==> src/rtl/bcr_pkg.sv <==
`timescale 1ns/1ps
// Shared offsets, write-select type and hex digit helper for the board
// control register bank. Offsets are byte offsets in the decoded window.
package bcr_pkg;
    localparam logic [19:0] OFF_SWITCH  = 20'h00200;
    localparam logic [19:0] OFF_STATUS  = 20'h00208;
    localparam logic [19:0] OFF_JUMPER  = 20'h00210;
    localparam logic [19:0] OFF_LED     = 20'h00408;
    localparam logic [19:0] OFF_WORD    = 20'h00410;
    localparam logic [19:0] OFF_CHAR0   = 20'h00418;
    localparam int          CHAR_STRIDE = 8;
    localparam logic [19:0] OFF_SOFTRST = 20'h00500;
    localparam logic [19:0] OFF_BRK     = 20'h00508;
    localparam logic [19:0] OFF_GPO     = 20'h00A00;
    localparam logic [19:0] OFF_GPIN    = 20'h00A08;
    localparam logic [19:0] OFF_I2C_IN  = 20'h00B00;
    localparam logic [19:0] OFF_I2C_OE  = 20'h00B08;
    localparam logic [19:0] OFF_I2C_OUT = 20'h00B10;
    localparam logic [19:0] OFF_I2C_SEL = 20'h00B18;

    // One write-enable bit per writable scalar register.
    typedef struct packed {
        logic led;
        logic word;
        logic softrst;
        logic brk;
        logic gpo;
        logic i2c_oe;
        logic i2c_out;
        logic i2c_sel;
    } wsel_t;

    // ASCII uppercase hexadecimal digit for a nibble.
    function automatic logic [7:0] hex_char(input logic [3:0] n);
        return (n < 4'd10) ? (8'h30 + {4'h0, n}) : (8'h37 + {4'h0, n});
    endfunction
endpackage

==> src/rtl/bcr_decode.sv <==
`timescale 1ns/1ps
// Write decoder. Turns the decoded offset and the write strobe into one
// enable per scalar register and one enable per display character.
// Assumes an exact offset match: misaligned offsets select nothing.
module bcr_decode
    import bcr_pkg::*;
#(
    parameter int OFF_W = 20,
    parameter int NCH   = 8
) (
    input  logic [OFF_W-1:0] off,
    input  logic             we,
    output wsel_t            wsel,
    output logic [NCH-1:0]   ch_we
);
    // Scalar register write enables.
    always_comb begin
        wsel = '0;
        if (we) begin
            case (off)
                OFF_W'(OFF_LED):     wsel.led     = 1'b1;
                OFF_W'(OFF_WORD):    wsel.word    = 1'b1;
                OFF_W'(OFF_SOFTRST): wsel.softrst = 1'b1;
                OFF_W'(OFF_BRK):     wsel.brk     = 1'b1;
                OFF_W'(OFF_GPO):     wsel.gpo     = 1'b1;
                OFF_W'(OFF_I2C_OE):  wsel.i2c_oe  = 1'b1;
                OFF_W'(OFF_I2C_OUT): wsel.i2c_out = 1'b1;
                OFF_W'(OFF_I2C_SEL): wsel.i2c_sel = 1'b1;
                default:             wsel         = '0;
            endcase
        end
    end

    // Per-character enables on a fixed stride from the first slot.
    for (genvar k = 0; k < NCH; k++) begin : g_ch
        assign ch_we[k] = we && (off == OFF_W'(32'(OFF_CHAR0) + k * CHAR_STRIDE));
    end
endmodule

==> src/rtl/bcr_text_buf.sv <==
`timescale 1ns/1ps
// Display character buffer. A word write loads every character with the
// hex digit of its nibble (character 0 = most significant nibble); a
// character write loads one byte. Assumes DATA_W == 4*NCH and that the
// word and character enables are never high together.
module bcr_text_buf
    import bcr_pkg::*;
#(
    parameter int DATA_W = 32,
    parameter int NCH    = DATA_W / 4
) (
    input  logic              clk,
    input  logic              rst_n,
    input  logic              word_we,
    input  logic [NCH-1:0]    ch_we,
    input  logic [DATA_W-1:0] wdata,
    output logic [8*NCH-1:0]  text
);
    localparam int NIB = 4;
    localparam logic [7:0] BLANK = 8'h20;

    for (genvar k = 0; k < NCH; k++) begin : g_char
        logic [7:0] ch_q;

        // Hold one character: blank on reset, hex digit or raw byte on write.
        always_ff @(posedge clk) begin
            if (!rst_n)          ch_q <= BLANK;
            else if (word_we)    ch_q <= hex_char(wdata[DATA_W-1-NIB*k -: NIB]);
            else if (ch_we[k])   ch_q <= wdata[7:0];
        end

        assign text[8*(NCH-1-k) +: 8] = ch_q;

        a_r6_char_load: assert property (@(posedge clk) disable iff (!rst_n)
            ($past(rst_n) && $past(ch_we[k]) && !$past(word_we))
                |-> (text[8*(NCH-1-k) +: 8] == $past(wdata[7:0])));
    end
endmodule

==> src/rtl/bcr_magic_pulse.sv <==
`timescale 1ns/1ps
// Soft-reset trigger. Registers a single-cycle pulse when the soft-reset
// location is written with exactly MAGIC over the full data width.
module bcr_magic_pulse #(
    parameter int               DATA_W = 32,
    parameter logic [DATA_W-1:0] MAGIC = DATA_W'(32'h42)
) (
    input  logic              clk,
    input  logic              rst_n,
    input  logic              hit,
    input  logic [DATA_W-1:0] wdata,
    output logic              pulse
);
    // Pulse for one cycle after a matching write.
    always_ff @(posedge clk) begin
        if (!rst_n) pulse <= 1'b0;
        else        pulse <= hit && (wdata == MAGIC);
    end

    a_r7_fires: assert property (@(posedge clk) disable iff (!rst_n)
        ($past(rst_n) && $past(hit) && ($past(wdata) == MAGIC)) |-> pulse);
    a_r7_only_on_magic: assert property (@(posedge clk) disable iff (!rst_n)
        pulse |-> ($past(hit) && ($past(wdata) == MAGIC)));
endmodule

==> src/rtl/board_ctl_regs.sv <==
`timescale 1ns/1ps
// Board control register bank. Decodes the low OFF_W address bits and
// holds LED, break, general output, serial-port bit-bang registers and a
// display buffer. Reads are combinational; writes land on the clock edge.
// Assumes one bus access per cycle and synchronous active-low reset.
module board_ctl_regs
    import bcr_pkg::*;
#(
    parameter int ADDR_W     = 32,
    parameter int DATA_W     = 32,
    parameter int OFF_W      = 20,
    parameter bit BIG_ENDIAN = 1'b0
) (
    input  logic              clk,
    input  logic              rst_n,
    input  logic [ADDR_W-1:0] bus_addr,
    input  logic              bus_we,
    input  logic [DATA_W-1:0] bus_wdata,
    output logic [DATA_W-1:0] bus_rdata,
    output logic [7:0]        led_bar,
    output logic [2*DATA_W-1:0] disp_text,
    output logic              sys_reset_pulse,
    output logic [7:0]        brk_reg,
    output logic [7:0]        gp_out,
    output logic [1:0]        i2c_oe,
    output logic              i2c_scl_o,
    output logic              i2c_sda_o,
    output logic              i2c_update,
    input  logic              i2c_sda_i
);
    localparam int NCH = DATA_W / 4;
    localparam logic [DATA_W-1:0] STATUS_VAL  = BIG_ENDIAN ? DATA_W'(32'h12) : DATA_W'(32'h10);
    localparam logic [DATA_W-1:0] I2C_IN_RST  = DATA_W'(32'h3);
    localparam logic [DATA_W-1:0] I2C_OUT_RST = DATA_W'(32'h3);
    localparam logic [7:0]        BRK_RST     = 8'h0A;

    logic [OFF_W-1:0]  off;
    wsel_t             wsel;
    logic [NCH-1:0]    ch_we;
    logic              sel_q;
    logic [DATA_W-1:0] i2c_out_q;
    logic              unused_addr_hi;

    assign off            = bus_addr[OFF_W-1:0];
    assign unused_addr_hi = ^bus_addr[ADDR_W-1:OFF_W];

    bcr_decode #(.OFF_W(OFF_W), .NCH(NCH)) u_dec (
        .off   (off),
        .we    (bus_we),
        .wsel  (wsel),
        .ch_we (ch_we)
    );

    bcr_text_buf #(.DATA_W(DATA_W), .NCH(NCH)) u_text (
        .clk     (clk),
        .rst_n   (rst_n),
        .word_we (wsel.word),
        .ch_we   (ch_we),
        .wdata   (bus_wdata),
        .text    (disp_text)
    );

    bcr_magic_pulse #(.DATA_W(DATA_W)) u_soft (
        .clk   (clk),
        .rst_n (rst_n),
        .hit   (wsel.softrst),
        .wdata (bus_wdata),
        .pulse (sys_reset_pulse)
    );

    // Scalar registers: reset values and write masking.
    always_ff @(posedge clk) begin
        if (!rst_n) begin
            led_bar    <= '0;
            brk_reg    <= BRK_RST;
            gp_out     <= '0;
            i2c_oe     <= '0;
            sel_q      <= 1'b1;
            i2c_out_q  <= I2C_OUT_RST;
            i2c_update <= 1'b0;
        end else begin
            if (wsel.led)     led_bar   <= bus_wdata[7:0];
            if (wsel.brk)     brk_reg   <= bus_wdata[7:0];
            if (wsel.gpo)     gp_out    <= bus_wdata[7:0];
            if (wsel.i2c_oe)  i2c_oe    <= bus_wdata[1:0];
            if (wsel.i2c_sel) sel_q     <= bus_wdata[0];
            if (wsel.i2c_out) i2c_out_q <= bus_wdata;
            i2c_update <= wsel.i2c_out;
        end
    end

    assign i2c_scl_o = i2c_out_q[1];
    assign i2c_sda_o = i2c_out_q[0];

    // Read multiplexer on the decoded offset.
    always_comb begin
        case (off)
            OFF_W'(OFF_SWITCH):  bus_rdata = '0;
            OFF_W'(OFF_STATUS):  bus_rdata = STATUS_VAL;
            OFF_W'(OFF_JUMPER):  bus_rdata = '0;
            OFF_W'(OFF_LED):     bus_rdata = DATA_W'(led_bar);
            OFF_W'(OFF_BRK):     bus_rdata = DATA_W'(brk_reg);
            OFF_W'(OFF_GPO):     bus_rdata = DATA_W'(gp_out);
            OFF_W'(OFF_GPIN):    bus_rdata = sel_q ? i2c_out_q : '0;
            OFF_W'(OFF_I2C_IN):  bus_rdata = {I2C_IN_RST[DATA_W-1:1], i2c_sda_i};
            OFF_W'(OFF_I2C_OE):  bus_rdata = DATA_W'(i2c_oe);
            OFF_W'(OFF_I2C_OUT): bus_rdata = i2c_out_q;
            OFF_W'(OFF_I2C_SEL): bus_rdata = DATA_W'(sel_q);
            default:             bus_rdata = '0;
        endcase
    end

    a_r4_led_hold: assert property (@(posedge clk) disable iff (!rst_n)
        ($past(rst_n) && !$past(wsel.led)) |-> $stable(led_bar));
    a_r8_brk_hold: assert property (@(posedge clk) disable iff (!rst_n)
        ($past(rst_n) && !$past(wsel.brk)) |-> $stable(brk_reg));
    a_r10_update_levels: assert property (@(posedge clk) disable iff (!rst_n)
        ($past(rst_n) && $past(wsel.i2c_out))
            |-> (i2c_update && ({i2c_scl_o, i2c_sda_o} == $past(bus_wdata[1:0]))));
endmodule

==> config.mk <==
export PLATFORM = sky130hd
export DESIGN_NAME = board_ctl_regs
export DESIGN_NICKNAME = d
export VERILOG_FILES = /design/src/rtl/bcr_pkg.sv /design/src/rtl/bcr_decode.sv /design/src/rtl/bcr_text_buf.sv /design/src/rtl/bcr_magic_pulse.sv /design/src/rtl/board_ctl_regs.sv
export SDC_FILE = /design/constraint.sdc
export NUM_CORES = 1
export LEC_CHECK = 0
export BUFFER_PORTS_ARGS = -buffer_cell sky130_fd_sc_hd__buf_2
export CORE_MARGIN = 1.5
export CORE_UTILIZATION = 50
export CTS_BUF_LIST = sky130_fd_sc_hd__clkbuf_8
export CTS_CLUSTER_SIZE = 40
export DETAILED_ROUTE_END_ITERATION = 12
export PLACE_DENSITY = 0.77
export SYNTH_ARGS = -nofsm -noshare
export SYNTH_HDL_FRONTEND = slang
export SYNTH_HIERARCHICAL = 1
export SYNTH_SLANG_ARGS = --single-unit
==> constraint.sdc <==
create_clock -name clk -period 3.7 [get_ports clk]
set_input_delay 0.74 -clock clk [delete_from_list [all_inputs] [get_ports clk]]
set_output_delay 0.74 -clock clk [all_outputs]
set_load 0.01 [all_outputs]
* Word level (Yosys, flattened, before mapping)
Index checks and enable logic that the tools add are counted.
** Word-level totals
- Logic and storage cells :: 112
- Output and inout bits :: 126
- Flip-flop bits (word level) :: 125
** Operators by class
- Reductions and logical operators :: 17
- Add/subtract/negate cells :: 16
- Order comparisons :: 8
- Multiplexer cells :: 35
- Eq/ne operators :: 20
** Operator list (count)
- case mux 32 bit (9 select lines) :: 1
- == test 20 x 11 -> 1 bit, second input constant :: 12
- 2-to-1 mux 8 bit :: 25
- == test 20 x 12 -> 1 bit, second input constant :: 6
- adder 6 x 4 -> 7 bit, first input constant :: 16
- == test 32 x 7 -> 1 bit, second input constant :: 1
- < comparator 4 bit, second input constant :: 8
- 2-to-1 mux 32 bit :: 1
- == test 20 x 10 -> 1 bit, second input constant :: 1
- nonzero test 2 bit :: 8
- logical AND 1 bit :: 9
- 2-to-1 mux 1 bit :: 8

* Logic depth before layout (Yosys ltp)
- Depth in word-level cells :: 4
- Mapped depth :: 7

* By module
Netlist, hierarchy kept.
** By module, submodules not included
- bcr_text_buf :: times used 1, sequential area each 1281.2 um^2, cells an instance 385, area each 3427.0 um^2
- board_ctl_regs :: times used 1, sequential area each 1201.2 um^2, cells an instance 278, area each 2899.0 um^2
- bcr_decode :: times used 1, sequential area each 0.0 um^2, cells an instance 41, area each 270.3 um^2
- bcr_magic_pulse :: times used 1, sequential area each 20.0 um^2, cells an instance 15, area each 113.9 um^2

* Least setup slack after synthesis
Ideal clock, no wire load.
- Kind :: input port to output port
- Start point :: input bus_addr[6]
- End point :: output bus_rdata[0]
- Buffers on the path :: 1
- Path slack :: 1.002 ns
- Cell stages on the path :: 5
- Data arrival time :: 1.958 ns
- Data required time :: 2.960 ns
- Path through :: nor4_2 nand4_1 or3_1 buf_2 o22ai_1
** Between the ends
- Cells in the longest elaborated chain, start to end :: 2
- Elaborated cells between the ends (all ways) :: 10
** RTL lines
- start: declaration :: RTL line board_ctl_regs.sv:16 : input logic [ADDR_W-1:0] bus_addr,
- == test 20 x 12 -> 1 bit, or another cell as far along :: RTL line board_ctl_regs.sv:97 : case (off)
- case mux 32 bit (9 select lines) * :: RTL line board_ctl_regs.sv:97
- end: declaration :: RTL line board_ctl_regs.sv:19 : output logic [DATA_W-1:0] bus_rdata,
Mark *: on every way between the ends. The rest lies on a longest branch, timed or not.

* Worst setup path after layout
- Start point :: input bus_addr[6]
- End point :: output bus_rdata[7]
Same word-level chain as after synthesis.

==> flow_summary_export.csv <==
group,metric,value,unit
status,status,"completed",
power_and_ir_drop,clock_power_share,44.7,%
floorplan,fp.dieArea,0.01412,mm2
place,dp_hpwl,12.79,mm
clocking,cts_max_path_buffers,2,
synthesis,syn_inst,719,
route,dr.pass1.iters,5,
global_routing,antenna_found_initial,0,
synthesis,ys_seq_area_share,37.29,%
timing,rsz0062_at_grt,"no",
setup_path,r2r_cells,3,
power_and_ir_drop,switching_share,23.72,%
cells_and_area,fill_cells,1187,
global_routing,gr-total-overflow,0,
route,drc_errors,0,
route,via_per_inst,5.472,
setup_path,worstReg2RegEnd,"u_text/g_char[3].ch_q[6]",
synthesis,syn_area,0.006710,mm2
global_routing,grt_pass1_vias,5408,
route,ant_nets,0,
timing,max_slew_margin,58.68,%
setup_path,end_kind,"output port",
timing,finalSetupViolCount,0,
power_and_ir_drop,p_int,2.152,mW
floorplan,die_h,118.8,um
clocking,cts_resized,0,
clocking,clock_sinks,125,
place,dp.cells,1046,
worst_hold_path,hold-path-endpoint,"sel_q",
route,wirelength,18.28,mm
route,wl_per_cell,16.97,um
route,drt-initial-drc-count,304,
worst_hold_path,hold_depth,2,
floorplan,core,0.01319,mm2
place,placement.io_buffers,181,
setup_path,reg2reg_slack,2.72,ns
power_and_ir_drop,power_frac_seq,47.7,%
cells_and_area,multi_input_area,0.003877,mm2
cells_and_area,finalNetCount,965,
power_and_ir_drop,p_total,2.821,mW
timing,hold_viol,0,
route,vias,5893,
setup_path,r2r-start,"u_text/g_char[3].ch_q[6]",
cells_and_area,n_antenna_cell,0,
setup_path,critical_path_arrival,2.40,ns
cells_and_area,area_growth_syn_to_layout,21.72,%
timing,maxSlewViolCount,0,
timing,fin_crit,3.138,ns
cells_and_area,final_common_cell,"buf_2",
cells_and_area,drive_above_1_share,30.74,%
clocking,post_cts_buffers,0,
timing,fmax,318.6,MHz
setup_path,crit_required,2.96,ns
setup_path,cp_max_fo,6,
power_and_ir_drop,share_comb_of_total_power,7.6,%
clocking,cts_buffers,17,
setup_path,critPathLaunch,"bus_addr[6]",
synthesis,synth_cell_types,63,
synthesis,synth_fp_nets,795,
synthesis,synthArstFlopShare,0,%
power_and_ir_drop,p_switching,0.6690,mW
floorplan,initial_core_util,50.87,%
clocking,cts_tree,"done",
global_routing,grt_max_degree,49,
cells_and_area,seqCellArea,0.002502,mm2
clocking,postCtsHoldBufs,0,
power_and_ir_drop,power_leakage,3.421,nW
setup_path,path_class,"in2out",
floorplan,ioPinCount,194,
clocking,cts-root-buf,"clkbuf_8",
place,gp_congestion,0.8160,
timing,tns,0,ns
synthesis,yosys_warnings,6,
synthesis,postSynthAreaPerCell,9.333,um2
clocking,clkTransAtPathRegs,0.06,ns
setup_path,start_kind,"primary input",
synthesis,synth_edf_count,0,
timing,clock_skew,0,ns
power_and_ir_drop,ir_drop,0.2551,mV
synthesis,synth_seq_cells,125,
clocking,insertion_delay,0.45,ns
cells_and_area,mostFrequentLayoutCells,"buf_2 (181), dfxtp_1 (125), mux2i_1 (96), nor2b_1 (70), a21oi_1 (44)",
floorplan,die_x,118.8,um
cells_and_area,top_regs,"u_text/g_char.ch_q x64, i2c_out_q x32",
cells_and_area,largest-register,"u_text/g_char.ch_q",
worst_hold_path,min-delay-start,"sel_q",
cells_and_area,finalNonFillerCells,1077,
floorplan,row_count,42,
worst_hold_path,min_path_type,"reg2reg",
timing,timing.final.crit_share,84.82,%
power_and_ir_drop,p_per_area,345.3,mW/mm2
global_routing,grt_pass1_wl,28.89,mm
clocking,h-tree-depth,4,
timing,worst_pin_slew,0.6160,ns
synthesis,synthFlopType,"dfxtp_1",
global_routing,grt_use_total,26.18,%
cells_and_area,largest_reg_flops,64,
flow_run,drv_cap,0,
[layout make-up]
type / instances / area share (%)
Multi-Input combinational cell: 523 / 47.47
Sequential cell: 125 / 30.64
Timing Repair Buffer: 201 / 13.24
Clock buffer: 18 / 3.033
Tap cell: 176 / 2.696
Clock inverter: 13 / 1.961
Inverter: 21 / 0.9651
[power groups by stage]
stage	clock [mW]	combinational, mW	sequential [mW]
2_1_floorplan	0	0.109	1.38
3_3_place_gp	0	0.210	1.38
3_5_place_dp	0	0.212	1.38
4_1_cts	1.28	0.213	1.34
5_1_grt	1.35	0.234	1.34
6_report	1.26	0.214	1.34
[worst max-delay path by stage]
stage | to | cells after the start
4_1_cts | bus_rdata[2] | 6
3_5_place_dp | bus_rdata[7] | 6
2_1_floorplan | bus_rdata[0] | 5
6_report | bus_rdata[7] | 6
5_1_grt | bus_rdata[24] | 7
3_3_place_gp | bus_rdata[7] | 6
[cells by family (layout without fill, tap and decap cells)]
group	after synthesis	after routing	synth area share, %
AOI/OAI and AO/OA	141	141	14.10
and+or+nand+nor	247	247	22.75
muxes	120	120	18.35
adders and majority gates	8	8	1.492
DFF	125	125	37.29
xor gates and xnor gates	7	7	0.9137
buffers and inverters	71	253	5.109
[synthesized netlist by cell type (4+ instances only)]
library cell	instances	area, um2
a211oi_1	12	90.09
a21o_1	8	60.06
a21oi_1	44	220.2
a22oi_1	6	45.04
a31oi_1	6	37.54
and2_1	25	156.4
buf_2	19	95.09
buf_4	6	45.04
buf_6	4	45.04
clkbuf_1	20	75.07
dfxtp_1	125	2502
ha_1	8	100.1
inv_1	18	67.56
mux2_2	24	270.3
mux2i_1	96	960.9
nand2_1	38	142.6
nand2b_1	4	25.02
nand3_1	8	40.04
nand4_1	5	31.28
nor2_1	32	120.1
nor2b_1	70	437.9
nor3_1	12	60.06
nor4_1	6	37.54
nor4bb_1	6	60.06
o211a_1	8	80.08
o211ai_1	7	52.55
o21a_1	7	52.55
o21ai_0	24	120.1
o22ai_2	6	75.07
or2_2	5	31.28
or3_1	6	37.54
xnor2_1	7	61.31
[metal layers]
metal  wire (um)  track usage, %  part of all wire (%)  vias to the layer above
met5           0               0                     0                        -
met4         214           6.401                   1.2                        0
met2        8250           41.32                    45                      199
met3        1261           7.375                   6.9                       19
met1        8549           35.56                    47                     2773
li1            -               -                     -                     2902
[critical path, cell delays in order]
cell,delay [ns]
buf_2,0.13
nor4_2,0.34
nand4_1,0.21
or4_1,0.64
o22ai_2,0.17
buf_2,0.16
[per-stage QoR]
| step | utilization, % | hold WS, ns | worst slack, ns | instance area [um2] |
|---|---|---|---|---|
| after detailed placement | 58.83 | 0.4684 | 0.5844 | 7760 |
| after global placement | 58.83 | 0.4558 | 0.6136 | 7760 |
| after CTS | 61.92 | 0.4845 | 0.5873 | 8168 |
| after floorplan | - | 0.4414 | 1.002 | 6710 |
| after global routing | 61.92 | 0.5200 | 0.5044 | 8168 |
| final | 61.92 | 0.4813 | 0.5617 | 8168 |
Power figures use the tool's default switching activity.
